## src/rtl/sd_clk_pkg.sv

```systemverilog
// Package: shared types for the card clock generator.
// Assumes: nothing beyond IEEE 1800-2017.
package sd_clk_pkg;

    // Kind of card clock transition scheduled for the next system edge.
    typedef enum logic [1:0] {
        EDGE_NONE = 2'd0,
        EDGE_RISE = 2'd1,
        EDGE_FALL = 2'd2
    } clk_edge_e;

endpackage

```

## src/rtl/clk_div_core.sv

```systemverilog
// Module: clk_div_core
// Produces the card clock by counting system cycles in each half period.
// It schedules each transition and reports it combinationally to the strobe
// logic. The divider value is captured at a rising edge, or at any time
// while parked, so each full period uses a single value.
// Assumes: synchronous active-low reset; cfg_div may change at any time.
module clk_div_core
    import sd_clk_pkg::*;
#(
    parameter int DIV_W = 16
) (
    input  logic             clk,
    input  logic             rst_n,
    input  logic [DIV_W-1:0] cfg_div,
    input  logic             stop,
    output logic             card_clk,
    output clk_edge_e        edge_nxt
);

    localparam logic [DIV_W-1:0] ONE = DIV_W'(1);

    logic [DIV_W-1:0] cnt;
    logic [DIV_W-1:0] div_q;
    logic             clk_q;
    logic             parked;
    logic             at_end;

    // Decode the parked state and the end of the current half period.
    always_comb begin
        parked = stop && !clk_q;
        at_end = (cnt == div_q);
    end

    // Announce which transition, if any, the next edge will make.
    always_comb begin
        edge_nxt = EDGE_NONE;
        if (!parked && at_end) begin
            edge_nxt = clk_q ? EDGE_FALL : EDGE_RISE;
        end
    end

    // Half-period counter, card clock level and divider capture.
    always_ff @(posedge clk) begin
        if (!rst_n) begin
            cnt   <= '0;
            clk_q <= 1'b0;
            div_q <= cfg_div;
        end else if (parked) begin
            cnt   <= '0;
            div_q <= cfg_div;
        end else if (at_end) begin
            cnt   <= '0;
            clk_q <= !clk_q;
            if (!clk_q) begin
                div_q <= cfg_div;
            end
        end else begin
            cnt <= cnt + ONE;
        end
    end

    assign card_clk = clk_q;

    AST_CNT_BOUND: assert property (@(posedge clk) disable iff (!rst_n)
        cnt <= div_q);
    AST_PARK_LOW: assert property (@(posedge clk) disable iff (!rst_n)
        ($past(stop) && !$past(clk_q)) |-> !clk_q);
    AST_DIV_HELD_HIGH: assert property (@(posedge clk) disable iff (!rst_n)
        (clk_q && $past(clk_q)) |-> $stable(div_q));

endmodule

```

## src/rtl/clk_strobe_gen.sv

```systemverilog
// Module: clk_strobe_gen
// Turns the scheduled card clock transition into registered launch and
// sample strobes. They appear in the same cycle in which the card clock
// shows its new level. SDR uses one strobe per edge; DDR uses both on
// every edge.
// Assumes: edge_nxt comes from clk_div_core with the same clock and reset.
module clk_strobe_gen
    import sd_clk_pkg::*;
(
    input  logic      clk,
    input  logic      rst_n,
    input  clk_edge_e edge_nxt,
    input  logic      ddr,
    input  logic      stop,
    output logic      launch,
    output logic      sample,
    output logic      on_rise
);

    logic is_rise;
    logic is_fall;

    // Qualify the transition with the stop request.
    always_comb begin
        is_rise = (edge_nxt == EDGE_RISE) && !stop;
        is_fall = (edge_nxt == EDGE_FALL) && !stop;
    end

    // Register the strobes so that they line up with the card clock register.
    always_ff @(posedge clk) begin
        if (!rst_n) begin
            launch  <= 1'b0;
            sample  <= 1'b0;
            on_rise <= 1'b0;
        end else begin
            launch  <= is_fall || (ddr && is_rise);
            sample  <= is_rise || (ddr && is_fall);
            on_rise <= is_rise;
        end
    end

    AST_STOP_QUIET: assert property (@(posedge clk) disable iff (!rst_n)
        $past(stop) |-> (!launch && !sample));
    AST_SDR_SPLIT: assert property (@(posedge clk) disable iff (!rst_n)
        !$past(ddr) |-> !(launch && sample));
    AST_DDR_PAIR: assert property (@(posedge clk) disable iff (!rst_n)
        $past(ddr) |-> (launch == sample));

endmodule

```

## src/rtl/line_drive.sv

```systemverilog
// Module: line_drive
// Maps each card line's value and drive request to pad controls.
// Push-pull passes both through. Open-drain only ever pulls low and
// releases the line for a 1.
// Assumes: purely combinational; the mode may change on any cycle.
module line_drive #(
    parameter int LINES = 5
) (
    input  logic             odrain,
    input  logic [LINES-1:0] val,
    input  logic [LINES-1:0] req,
    output logic [LINES-1:0] pad_o,
    output logic [LINES-1:0] pad_oe
);

    for (genvar i = 0; i < LINES; i++) begin : g_line
        // Select the drive style for one line.
        always_comb begin
            if (odrain) begin
                pad_o[i]  = 1'b0;
                pad_oe[i] = req[i] && !val[i];
            end else begin
                pad_o[i]  = val[i];
                pad_oe[i] = req[i];
            end
        end
    end

endmodule

```

## src/rtl/sd_clk_gen.sv

```systemverilog
// Module: sd_clk_gen (top)
// Card clock generator: integer divider, SDR/DDR launch and sample strobes,
// a clock stop that parks the clock low, and open-drain or push-pull pad
// drive for the command line and the data lines.
// Assumes: nominal 100 MHz clk; synchronous active-low reset.
module sd_clk_gen
    import sd_clk_pkg::*;
#(
    parameter int DIV_W = 16,
    parameter int DAT_W = 4
) (
    input  logic             clk,
    input  logic             rst_n,
    input  logic [DIV_W-1:0] cfg_div,
    input  logic             cfg_ddr,
    input  logic             cfg_odrain,
    input  logic             clk_stop,
    input  logic             cmd_val,
    input  logic             cmd_req,
    input  logic [DAT_W-1:0] dat_val,
    input  logic [DAT_W-1:0] dat_req,
    output logic             card_clk,
    output logic             launch_stb,
    output logic             sample_stb,
    output logic             stb_on_rise,
    output logic             cmd_pad_o,
    output logic             cmd_pad_oe,
    output logic [DAT_W-1:0] dat_pad_o,
    output logic [DAT_W-1:0] dat_pad_oe
);

    localparam int LINES = DAT_W + 1;

    clk_edge_e        edge_nxt;
    logic [LINES-1:0] pad_o_all;
    logic [LINES-1:0] pad_oe_all;

    clk_div_core #(.DIV_W(DIV_W)) i_div (
        .clk      (clk),
        .rst_n    (rst_n),
        .cfg_div  (cfg_div),
        .stop     (clk_stop),
        .card_clk (card_clk),
        .edge_nxt (edge_nxt)
    );

    clk_strobe_gen i_stb (
        .clk      (clk),
        .rst_n    (rst_n),
        .edge_nxt (edge_nxt),
        .ddr      (cfg_ddr),
        .stop     (clk_stop),
        .launch   (launch_stb),
        .sample   (sample_stb),
        .on_rise  (stb_on_rise)
    );

    line_drive #(.LINES(LINES)) i_drv (
        .odrain (cfg_odrain),
        .val    ({dat_val, cmd_val}),
        .req    ({dat_req, cmd_req}),
        .pad_o  (pad_o_all),
        .pad_oe (pad_oe_all)
    );

    // Split the combined line bus back into command and data pads.
    always_comb begin
        cmd_pad_o  = pad_o_all[0];
        cmd_pad_oe = pad_oe_all[0];
        dat_pad_o  = pad_o_all[LINES-1:1];
        dat_pad_oe = pad_oe_all[LINES-1:1];
    end

    AST_RISE_SAMPLES: assert property (@(posedge clk) disable iff (!rst_n)
        ($rose(card_clk) && !$past(clk_stop)) |-> sample_stb);
    AST_FALL_LAUNCHES: assert property (@(posedge clk) disable iff (!rst_n)
        ($fell(card_clk) && !$past(clk_stop)) |-> launch_stb);
    AST_OD_NEVER_HIGH: assert property (@(posedge clk) disable iff (!rst_n)
        cfg_odrain |-> ((cmd_pad_o == 1'b0) && (dat_pad_o == '0)));

endmodule

```

## config.mk

```make
export PLATFORM = sky130hd
export DESIGN_NAME = sd_clk_gen
export DESIGN_NICKNAME = d
export VERILOG_FILES = /design/src/rtl/sd_clk_pkg.sv /design/src/rtl/clk_div_core.sv /design/src/rtl/clk_strobe_gen.sv /design/src/rtl/line_drive.sv /design/src/rtl/sd_clk_gen.sv
export SDC_FILE = /design/constraint.sdc
export NUM_CORES = 1
export LEC_CHECK = 0
export BUFFER_PORTS_ARGS = -buffer_cell sky130_fd_sc_hd__buf_2
export CORE_MARGIN = 2
export CORE_UTILIZATION = 32
export DETAILED_ROUTE_END_ITERATION = 8
export GPL_TIMING_DRIVEN = 0
export PLACE_DENSITY_LB_ADDON = 0.08
export SLEW_MARGIN = 20
export SYNTH_ARGS = -nofsm -noshare
export SYNTH_HDL_FRONTEND = slang
export SYNTH_HIERARCHICAL = 1
export SYNTH_SLANG_ARGS = --single-unit
```

## constraint.sdc

```tcl
create_clock -name clk -period 3.3 [get_ports clk]
set_input_delay 0.33 -clock clk [delete_from_list [all_inputs] [get_ports clk]]
set_output_delay 0.33 -clock clk [all_outputs]
set_load 0.02 [all_outputs]
```

==> implementation parameters <==
Parameter                              Value

Status
  Status ... finished clean

Timing
  Max Slew Vio Count ... 0
  Hold Violations, Final ... 0
  Post-Route Skew ... between 6 and 7 ps
  Final sum of negative setup slack ... 0 ps
  Number of failing setup endpoints in the final timing report ... 0
  Measured slew at the worst slew-check pin ... between 600 and 700 ps
  Maximum achievable frequency ... between 0.3 and 0.4 GHz
  Worst relative slew slack ... 0.554
  Crit share post-route ... 0.791
  Post-layout min period ... between 2000 and 3000 ps
  Setup repair after global routing missed its margin ... no
  Post-route setup slack ... a little under 700 ps

Power and ir drop
  Proportion of power drawn by combinational gates ... 0.078
  Power per Cell Area ... ~440 mW/mm2
  Switching power share of the total ... 0.212
  Cell internal pwr ... around 700 uW
  Clock group share of total power ... 0.357
  Overall power after layout ... 879 uW
  Maximum vdd ir drop ... 0.000225 V
  Psw ... 187 uW
  Share of total power in sequential cells ... 0.565
  Static leakage ... roughly 0.70 nW

Clock network
  CTS H-tree depth ... 2
  CTS sink count ... 36
  Hold buffer count at cts ... 0
  Clock root buffer master ... clkbuf_8
  Worst-case clock buffer depth ... 2
  Count of instances resized after the clock tree is built ... 0
  Number of CTS-inserted buffers ... 5
  CTS tree ... yes
  Clock transition at path regs ... approximately 70 ps
  Setup Fix Bufs, Post-CTS ... 0
  Worst-Skew Late Latency ... ~280 ps

Synthesis
  Ys async rst share ... 0
  Synthesized net count ... 178
  Post-synthesis cell area ... 0.00161 mm2
  Post-synthesis sequential area ratio ... 0.546
  Synthesized instance count ... between 100 and 150
  Mean cell area of the mapped netlist ... 11.1 um2
  Count of yosys warnings during synthesis ... 6
  EDFF count, synth ... 16
  Most common flop cell mapped by yosys ... dfxtp_1
  Netlist cell types ... 35
  Flops & latches, synth ... 36

Global routing
  Gr ovfl total ... 0
  First-pass GRT wire length ... roughly 5 mm
  Total track usage ... 0.119
  Pin count of the biggest net entering global routing ... 17
  Antenna violations before repair ... 0
  Number of global-route vias before repair ... roughly 1100

Placement
  Worst Setup Slack post-DPL ... between 600 and 700 ps
  Final Wtd Congestion ... 0.817
  Number of buffers inserted by port buffering ... 44
  Placed wire-length estimate after detailed placement ... between 2 and 2.5 mm
  Inst Count DP ... about 260

Die
  Core area ... approximately 0.0048 mm2
  Die H ... between 70 and 80 um
  Initial standard-cell utilization of the core ... 0.337
  Count of standard-cell rows ... 25
  Die Area ... 0.00563 mm2
  Floorplan die width ... 75.0 um
  I/O pin count ... 45

Worst setup path
  Largest fanout on the critical path ... 16
  Kind of end point of the critical path ... flip-flop
  Category of the worst setup path launch point ... flip-flop
  Worst Setup Path Type ... flip-flop to flip-flop
  CP Data Required Time ... roughly 3200 ps
  Worst path arrival time ... 2520 ps

Detailed routing
  Final routed wire length divided by cell count ... 11.8 um
  DRT iter0 DRCs ... between 40 and 50
  DRT antenna net count ... 0
  Drt drc ... 0
  Overall via count from detail_route ... ~1200
  Detailed Routing Iterations Pass 1 ... 2
  Avg Vias per Cell ... about 4.5
  Final wirelength ... approximately 3.1 mm

Layout
  Final #Nets ... about 230
  Antenna Diode Count ... 0
  Layout fillers ... between 400 and 500
  Area grow syn2layout ... 24.4%
  Core utilization of the finished layout ... 0.420
  Filler-free cell count of the finished design ... about 270
  Fraction of final layout cells with drive strength greater than 1 ... 0.288

Job
  Number of maximum-capacitance violations ... 0

Hold path
  Hold crit path type ... primary input to flip-flop
power groups by stage:
stage                     registers, mW  logic (mW)  clock network, mW
after detailed placement          0.507      0.0697                  0
after CTS                         0.497      0.0699              0.326
after global routing              0.499      0.0763              0.347
after floorplan                   0.504      0.0398                  0
after global placement            0.507      0.0684                  0
final                             0.497      0.0687              0.314
cell type report:
| class | instances | area, um2 | area share |
|---|---|---|---|
| repair buffers | 44 | 220 | 0.110 |
| inverters | 3 | 11.3 | 0.00561 |
| multi-input cells | 101 | 697 | 0.347 |
| flip-flops and latches | 36 | 881 | 0.439 |
| plain buffers | 6 | 25.0 | 0.0125 |
| clock buffers | 8 | 90.1 | 0.0449 |
| well taps | 67 | 83.8 | 0.0417 |
registers in the layout, indices dropped and copies added, names as in the netlist:
register,cells
i_stb/on_rise,1
i_div/div_q,16
i_div/cnt,16
i_stb/launch,1
i_div/card_clk,1
i_stb/sample,1
cells by family after synthesis:
family | Yosys count | synth area share
adder cells (fa/ha/maj) | 1 | 0.00775
buffers and inverters | 9 | 0.0225
XOR/XNOR | 28 | 0.152
AO/OA/AOI/OAI | 13 | 0.0581
multiplexers | 1 | 0.00620
AND/OR/NAND/NOR | 58 | 0.208
flip-flops | 36 | 0.546
placed cells by master, fill, tap and decap left out, types with 2 or more instances in the layout:
| cell type | Yosys | routed |
|---|---|---|
| buf_2 | 1 | 45 |
| xnor2_1 | 26 | 26 |
| dfxtp_1 | 20 | 20 |
| edfxtp_1 | 16 | 16 |
| nor3_1 | 15 | 15 |
| clkbuf_8 | 0 | 6 |
| clkbuf_1 | 4 | 6 |
| nand4_1 | 6 | 6 |
| nor4_1 | 5 | 5 |
| nand2_1 | 5 | 5 |
| nand3_1 | 5 | 5 |
| nor2b_1 | 5 | 5 |
| a21boi_0 | 5 | 5 |
| inv_1 | 3 | 3 |
| nor2_1 | 3 | 3 |
| nor3b_1 | 2 | 2 |
| o31ai_1 | 2 | 2 |
| or4_1 | 2 | 2 |
| a211oi_1 | 2 | 2 |
| xor2_1 | 2 | 2 |
| nand3b_1 | 2 | 2 |
stage by stage:
stage	hold slack (ps)	area, um2
floorplan	429	1610
global placement	504	1920
detailed placement	508	1920
CTS	213	2010
global route	209	2010
finish	226	2010
synthesized netlist by cell type (2+ instances only):
master,n,share of area
nor4_1,5,0.019
xnor2_1,26,0.14
xor2_1,2,0.011
a21boi_0,5,0.023
nand3b_1,2,0.0093
inv_1,3,0.0070
clkbuf_1,4,0.0093
nor2b_1,5,0.019
edfxtp_1,16,0.30
o31ai_1,2,0.0093
nor3b_1,2,0.0093
a211oi_1,2,0.0093
nor2_1,3,0.0070
nand4_1,6,0.023
or4_1,2,0.0093
nand2_1,5,0.012
nor3_1,15,0.047
nand3_1,5,0.016
dfxtp_1,20,0.25
per-layer routing:
metal | share of wire | global-route usage | vias to the layer above
met1 | 0.47 | 0.152 | 527
met3 | 0.069 | 0.0295 | 5
li1 | - | - | 626
met5 | 0 | 0 | -
met4 | 0.015 | 0.0595 | 0
met2 | 0.44 | 0.189 | 39
path summary, 6_finish.rpt:
| path | from | endpoint | slack, ps | cells after the start |
|---|---|---|---|---|
| worst max-delay path | i_div/cnt[11] | i_div/div_q[4] | 690 | 6 |
| worst min-delay path | cfg_div[0] | i_div/div_q[0] | 230 | 1 |
| worst max register to register | i_div/cnt[11] | i_div/div_q[4] | 690 | 6 |
| worst min register to register | i_div/cnt[15] | i_div/cnt[15] | 530 | 2 |
worst max-delay path, stage by stage (launching register included):
cell      delay [ps]
dfxtp_1          320
clkbuf_1         260
xnor2_1          160
nand4_1          110
nor4_1           320
clkbuf_1         420
o21a_1           640
(Power assumes the default switching activity.)
